$ cat src/rtl/pwm_pkg.sv
package pwm_pkg;
  typedef enum logic [1:0] {
    SEL_PERIOD = 2'd0,
    SEL_DUTY   = 2'd1,
    SEL_POL    = 2'd2,
    SEL_CTRL   = 2'd3
  } pwm_sel_e;

  localparam int unsigned CTRL_EN_BIT   = 0;
  localparam int unsigned CTRL_SYNC_BIT = 1;
endpackage

$ cat src/rtl/pwm_trig_sync.sv
module pwm_trig_sync #(
  parameter int unsigned STAGES = 2
) (
  input  logic clk_i,
  input  logic rst_ni,
  input  logic trig_i,
  output logic rise_o
);
  logic [STAGES-1:0] sh_q;
  logic              prev_q;

  always_ff @(posedge clk_i or negedge rst_ni) begin
    if (!rst_ni) begin
      sh_q   <= '0;
      prev_q <= 1'b0;
    end else begin
      sh_q   <= {sh_q[STAGES-2:0], trig_i};
      prev_q <= sh_q[STAGES-1];
    end
  end

  assign rise_o = sh_q[STAGES-1] & ~prev_q;


  rise_single_chk: assert property (@(posedge clk_i) disable iff (!rst_ni)
    rise_o |=> !rise_o);
endmodule

$ cat src/rtl/pwm_channel.sv
module pwm_channel import pwm_pkg::*; #(
  parameter int unsigned CNT_W = 16
) (
  input  logic             clk_i,
  input  logic             rst_ni,
  input  logic             wr_hit_i,
  input  logic [1:0]       wr_sel_i,
  input  logic [CNT_W-1:0] wr_data_i,
  input  logic             tick_i,
  input  logic             trig_rise_i,
  output logic             pwm_o
);
  localparam int unsigned EXT_W = CNT_W + 1;

  logic [CNT_W-1:0] per_sh_q, per_sh_d, duty_sh_q, duty_sh_d;
  logic             pol_sh_q, pol_sh_d;
  logic [CNT_W-1:0] per_q, duty_q, cnt_q, per_eff;
  logic             pol_q;
  logic             en_q, en_d, sync_q, sync_d;
  logic             running_q, running_d, wrap;
  logic [EXT_W-1:0] cnt_inc;

  always_comb begin
    per_sh_d  = per_sh_q;
    duty_sh_d = duty_sh_q;
    pol_sh_d  = pol_sh_q;
    en_d      = en_q;
    sync_d    = sync_q;
    if (wr_hit_i) begin
      unique case (pwm_sel_e'(wr_sel_i))
        SEL_PERIOD: per_sh_d  = wr_data_i;
        SEL_DUTY:   duty_sh_d = wr_data_i;
        SEL_POL:    pol_sh_d  = wr_data_i[0];
        SEL_CTRL: begin
          en_d   = wr_data_i[CTRL_EN_BIT];
          sync_d = wr_data_i[CTRL_SYNC_BIT];
        end
        default: ;
      endcase
    end
  end

  assign per_eff   = (per_q == '0) ? CNT_W'(1) : per_q;
  assign cnt_inc   = {1'b0, cnt_q} + EXT_W'(1);
  assign wrap      = running_q && tick_i && (cnt_inc >= {1'b0, per_eff});
  // start needs enable; in sync mode also a trigger edge, unless already running
  assign running_d = en_d && (running_q || !sync_d || trig_rise_i);

  always_ff @(posedge clk_i or negedge rst_ni) begin
    if (!rst_ni) begin
      per_sh_q  <= '0;
      duty_sh_q <= '0;
      pol_sh_q  <= 1'b0;
      per_q     <= '0;
      duty_q    <= '0;
      pol_q     <= 1'b0;
      en_q      <= 1'b0;
      sync_q    <= 1'b0;
      running_q <= 1'b0;
      cnt_q     <= '0;
    end else begin
      per_sh_q  <= per_sh_d;
      duty_sh_q <= duty_sh_d;
      pol_sh_q  <= pol_sh_d;
      en_q      <= en_d;
      sync_q    <= sync_d;
      running_q <= running_d;
      if (!running_q || wrap) begin
        per_q  <= per_sh_d;
        duty_q <= duty_sh_d;
        pol_q  <= pol_sh_d;
      end
      if (!running_q || !running_d || wrap) cnt_q <= '0;
      else if (tick_i)                      cnt_q <= cnt_inc[CNT_W-1:0];
    end
  end

  assign pwm_o = (running_q && (cnt_q < duty_q)) ^ pol_q;


  cnt_in_range_chk: assert property (@(posedge clk_i) disable iff (!rst_ni)
    running_q |-> (cnt_q < per_eff));

  active_hold_chk: assert property (@(posedge clk_i) disable iff (!rst_ni)
    (running_q && !wrap) |=> ($stable(per_q) && $stable(duty_q) && $stable(pol_q)));

  stopped_idle_chk: assert property (@(posedge clk_i) disable iff (!rst_ni)
    !en_q |-> (!running_q && cnt_q == '0));

  sync_start_chk: assert property (@(posedge clk_i) disable iff (!rst_ni)
    ($rose(running_q) && sync_q) |-> $past(trig_rise_i));
endmodule

$ cat src/rtl/dual_pwm_shadow.sv
module dual_pwm_shadow #(
  parameter int unsigned CH          = 2,
  parameter int unsigned CNT_W       = 16,
  parameter int unsigned SYNC_STAGES = 2,
  localparam int unsigned CH_W       = (CH > 1) ? $clog2(CH) : 1
) (
  input  logic             clk_i,
  input  logic             rst_ni,
  input  logic             wr_en_i,
  input  logic [CH_W-1:0]  wr_ch_i,
  input  logic [1:0]       wr_sel_i,
  input  logic [CNT_W-1:0] wr_data_i,
  input  logic [CH-1:0]    tick_i,
  input  logic [CH-1:0]    trig_i,
  output logic [CH-1:0]    pwm_o
);
  logic [CH-1:0] hit, rise;

  for (genvar g = 0; g < CH; g++) begin : g_ch
    assign hit[g] = wr_en_i && (wr_ch_i == CH_W'(g));

    pwm_trig_sync #(.STAGES(SYNC_STAGES)) i_sync (
      .clk_i  (clk_i),
      .rst_ni (rst_ni),
      .trig_i (trig_i[g]),
      .rise_o (rise[g])
    );

    pwm_channel #(.CNT_W(CNT_W)) i_chan (
      .clk_i       (clk_i),
      .rst_ni      (rst_ni),
      .wr_hit_i    (hit[g]),
      .wr_sel_i    (wr_sel_i),
      .wr_data_i   (wr_data_i),
      .tick_i      (tick_i[g]),
      .trig_rise_i (rise[g]),
      .pwm_o       (pwm_o[g])
    );
  end


  one_hit_chk: assert property (@(posedge clk_i) disable iff (!rst_ni)
    $onehot0(hit));
endmodule

$ cat config.mk
export PLATFORM = sky130hd
export DESIGN_NAME = dual_pwm_shadow
export DESIGN_NICKNAME = d
export VERILOG_FILES = /design/src/rtl/pwm_pkg.sv /design/src/rtl/pwm_trig_sync.sv /design/src/rtl/pwm_channel.sv /design/src/rtl/dual_pwm_shadow.sv
export SDC_FILE = /design/constraint.sdc
export NUM_CORES = 1
export LEC_CHECK = 0
export BUFFER_PORTS_ARGS = -buffer_cell sky130_fd_sc_hd__buf_4
export CELL_PAD_IN_SITES_DETAIL_PLACEMENT = 1
export CELL_PAD_IN_SITES_GLOBAL_PLACEMENT = 2
export CORE_MARGIN = 5
export CORE_UTILIZATION = 39
export CTS_CLUSTER_SIZE = 30
export DETAILED_ROUTE_END_ITERATION = 8
export HOLD_SLACK_MARGIN = 0.03
export MAX_ROUTING_LAYER = met4
export PLACE_DENSITY = 0.82
export SYNTH_ARGS = -nofsm -noshare
export SYNTH_HDL_FRONTEND = slang
export SYNTH_SLANG_ARGS = --single-unit
$ cat constraint.sdc
create_clock -name clk_i -period 3.6 [get_ports clk_i]
set_clock_uncertainty 0.2 [all_clocks]
set_input_delay 0.54 -clock clk_i [delete_from_list [all_inputs] [get_ports clk_i]]
set_output_delay 0.54 -clock clk_i [all_outputs]
set_load 0.005 [all_outputs]
==> impl_metrics.ini <==
[status]
status = complete, no violations

[drt]
drt_first_pass_iters = 4
finalWirelength_um = 21700
drc = 0
wire_per_inst_um = 18.6
drt_iter0_drc = 266
vias = 6132
vias_per_cell = 5.25
antenna_left = 0

[cts]
root_buffer = clkbuf_16
cts_tree = yes
cts_sinks = 176
clk_pin_slew_ns = 0.07
cts_buffer_depth = 2
htree_num_levels = 4
clkLatencyLatePin_ns = 0.43
numCtsBuffers = 17

[setup_path]
start_kind = flop
worst_path_largest_cell_delay_ns = 0.38
crit_top_cell = buf_4
path_max_fanout = 8
crit_buf_inv = 2
crit_chain = buf_4 > ha_1 > a21o_1 > a31oi_1 > o21ai_1 > a211o_1 > a2111oi_4 > xor2_1 > buf_4
end_kind = output pin
arrival_ns = 2.74
required_ns = 2.86
slowest_stage = dfrtp_1
critPathKind = reg -> out
critPathTopFamily = compound AO/OA/AOI/OAI gates

[global_route]
grt_max_degree = 74
antenna_found_initial = 0
grt_busiest_layer = met2
grtUsageTotal_pct = 17.9
grt_pass1_vias = 6738
grt_overflow = 0
grtUsageMet2_pct = 29.6
grt_pass1_wl_um = 36300
gr-usage-met1_pct = 22.6
gr-usage-met3_pct = 3.45

[floorplan]
dieWidth_um = 162
rows = 55
die_area_um2 = 26200
start_util_pct = 39.7
core_area_um2 = 22600
ios = 28
die_h_um = 162

[placement]
place.gp.congestion = 0.858
pre_cts_slack_ns = -0.153
io_buffers = 27
post-dp-hpwl_um = 15900
dp_cells = 1123
placed_area_um2 = 9750

[logic_synthesis]
synthCells = 796
synth_edf_count = 0
syn_area_per_cell_um2 = 11.3
synth_area_leaders = dfrtp_1 (49%), mux2_2 (12%), ha_1 (8.9%), inv_1 (2.9%), nand2_1 (2.6%)
synth_top_area_share_pct = 49.0
synth_flop_cell = dfrtp_1
syn_nets = 886
synth.largest_area_cell = dfrtp_1
synth.cells.most_frequent = dfrtp_1 (176), mux2_2 (99), inv_1 (69)
synth_warnings = 0
ys_ff_latch = 176
ys_types = 62
synthMostInstantiatedCell = dfrtp_1
synthesis.area_um2 = 8990
synth-async-reset-ratio_pct = 100
ys_seq_area_share_pct = 49.0

[timing]
hold_viol = 0
setup_viol = 0
worstMarginPinSlew_ns = 0.978
slew_headroom_pct = 34.5
whs_ns = 0.150
tns_ns = 0
layout_setup_ws_ns = 0.124
period_share_pct = 96.6
fin_crit_ns = 3.48
drv_slew = 0
max_freq_ghz = 0.288

[pwr]
ir_worst_vdd_mv = 0.332
p_total_mw = 6.55
power_density_nw_per_um2 = 617
power.leakage_nw = 5.12

[final_layout]
multi_input_area_um2 = 4270
final_area_um2 = 10600
layout-drive-gt1-share_pct = 26.9
final_nets = 959
final_core_utilization_pct = 46.8
fillCellCount = 2402
instances_no_fill = 1167
area_growth_pct = 18.0
seqCellArea_um2 = 4410
num_antenna_cells = 0

[job]
cap_violations = 0

[min_path]
hold_path.class = reg -> reg
[flip-flops by register name (all words and copies together), names as in the netlist]
register and flops:
g_ch.i_chan.cnt_q 32, g_ch.i_chan.duty_q 32, g_ch.i_chan.duty_sh_q 32, g_ch.i_chan.en_q 2
g_ch.i_chan.per_q 32, g_ch.i_chan.per_sh_q 32, g_ch.i_chan.pol_q 2, g_ch.i_chan.pol_sh_q 2
g_ch.i_chan.running_q 2, g_ch.i_chan.sync_q 2, g_ch.i_sync.prev_q 2, g_ch.i_sync.sh_q 4
[repair_timing]
action                                  CTS  global route
gates cloned                              0             1
buffers inserted                          2             6
hold buffers                              3             0
hold endpoints to repair                 72             0
resized for setup                        10            16
pin swaps                                 5             9
endpoints found under the setup margin   41            79
[path summary, 6_finish.rpt]
kind / slack [ns] / from / end / depth (start not counted)
max: 0.12 / g_ch[1].i_chan.cnt_q[2]$_DFFE_PN0P_ / pwm_o[1] / 9
min in group asynchronous: 0.52 / rst_ni / g_ch[0].i_chan.duty_sh_q[2]$_DFF_PN0_ / 2
max reg2reg: 0.20 / g_ch[1].i_chan.cnt_q[4]$_DFFE_PN0P_ / g_ch[1].i_chan.per_q[0]$_DFFE_PN0P_ / 12
max in group asynchronous: 1.77 / rst_ni / g_ch[0].i_chan.per_q[11]$_DFFE_PN0P_ / 3
min: 0.15 / g_ch[0].i_sync.sh_q[0]$_DFF_PN0_ / g_ch[0].i_sync.sh_q[1]$_DFF_PN0_ / 0
min reg2reg: 0.15 / g_ch[0].i_sync.sh_q[0]$_DFF_PN0_ / g_ch[0].i_sync.sh_q[1]$_DFF_PN0_ / 0
[logic make-up after synthesis]
kind of cell | Yosys count | synth area share (%)
mux | 108 | 13.5
compound gates | 130 | 9.84
xor+xnor | 28 | 2.73
simple gates | 192 | 11.3
flops | 176 | 49.0
fa+ha+maj | 64 | 8.91
buf+inv | 98 | 4.72
[cells in the final DEF, fill, tap and decap left out, types with 17 or more instances in the layout]
| cell type | n |
|---|---|
| nor2_1 | 20 |
| xnor2_1 | 18 |
| ha_1 | 63 |
| nand3_1 | 24 |
| dfrtp_1 | 175 |
| o21ai_0 | 42 |
| a21oi_1 | 17 |
| buf_4 | 73 |
| mux2_2 | 99 |
| nand2_1 | 62 |
| clkbuf_16 | 18 |
| inv_1 | 69 |
[power breakdown]
part	switching, mW	internal (mW)	total, mW	leakage, nW
Combinational	0.985	0.829	1.81	2.64
Clock	0.819	1.12	1.94	0.300
Sequential	0.275	2.52	2.79	2.18
Total	2.08	4.47	6.55	5.12
[per-layer routing]
layer	wire (µm)	share of wire (%)
met1	9930	46
met2	10900	50
met3	447	2.1
met4	439	2.0
met5	0	0
[cell type report]
cell class	count	area share (%)
tap	285	3.36
timing repair buffer	83	6.57
sequential	176	41.5
clock inverter	14	1.69
clock buffer	18	4.14
multi-input combinational	522	40.3
inverter	69	2.44
(Power assumes the default switching activity.)
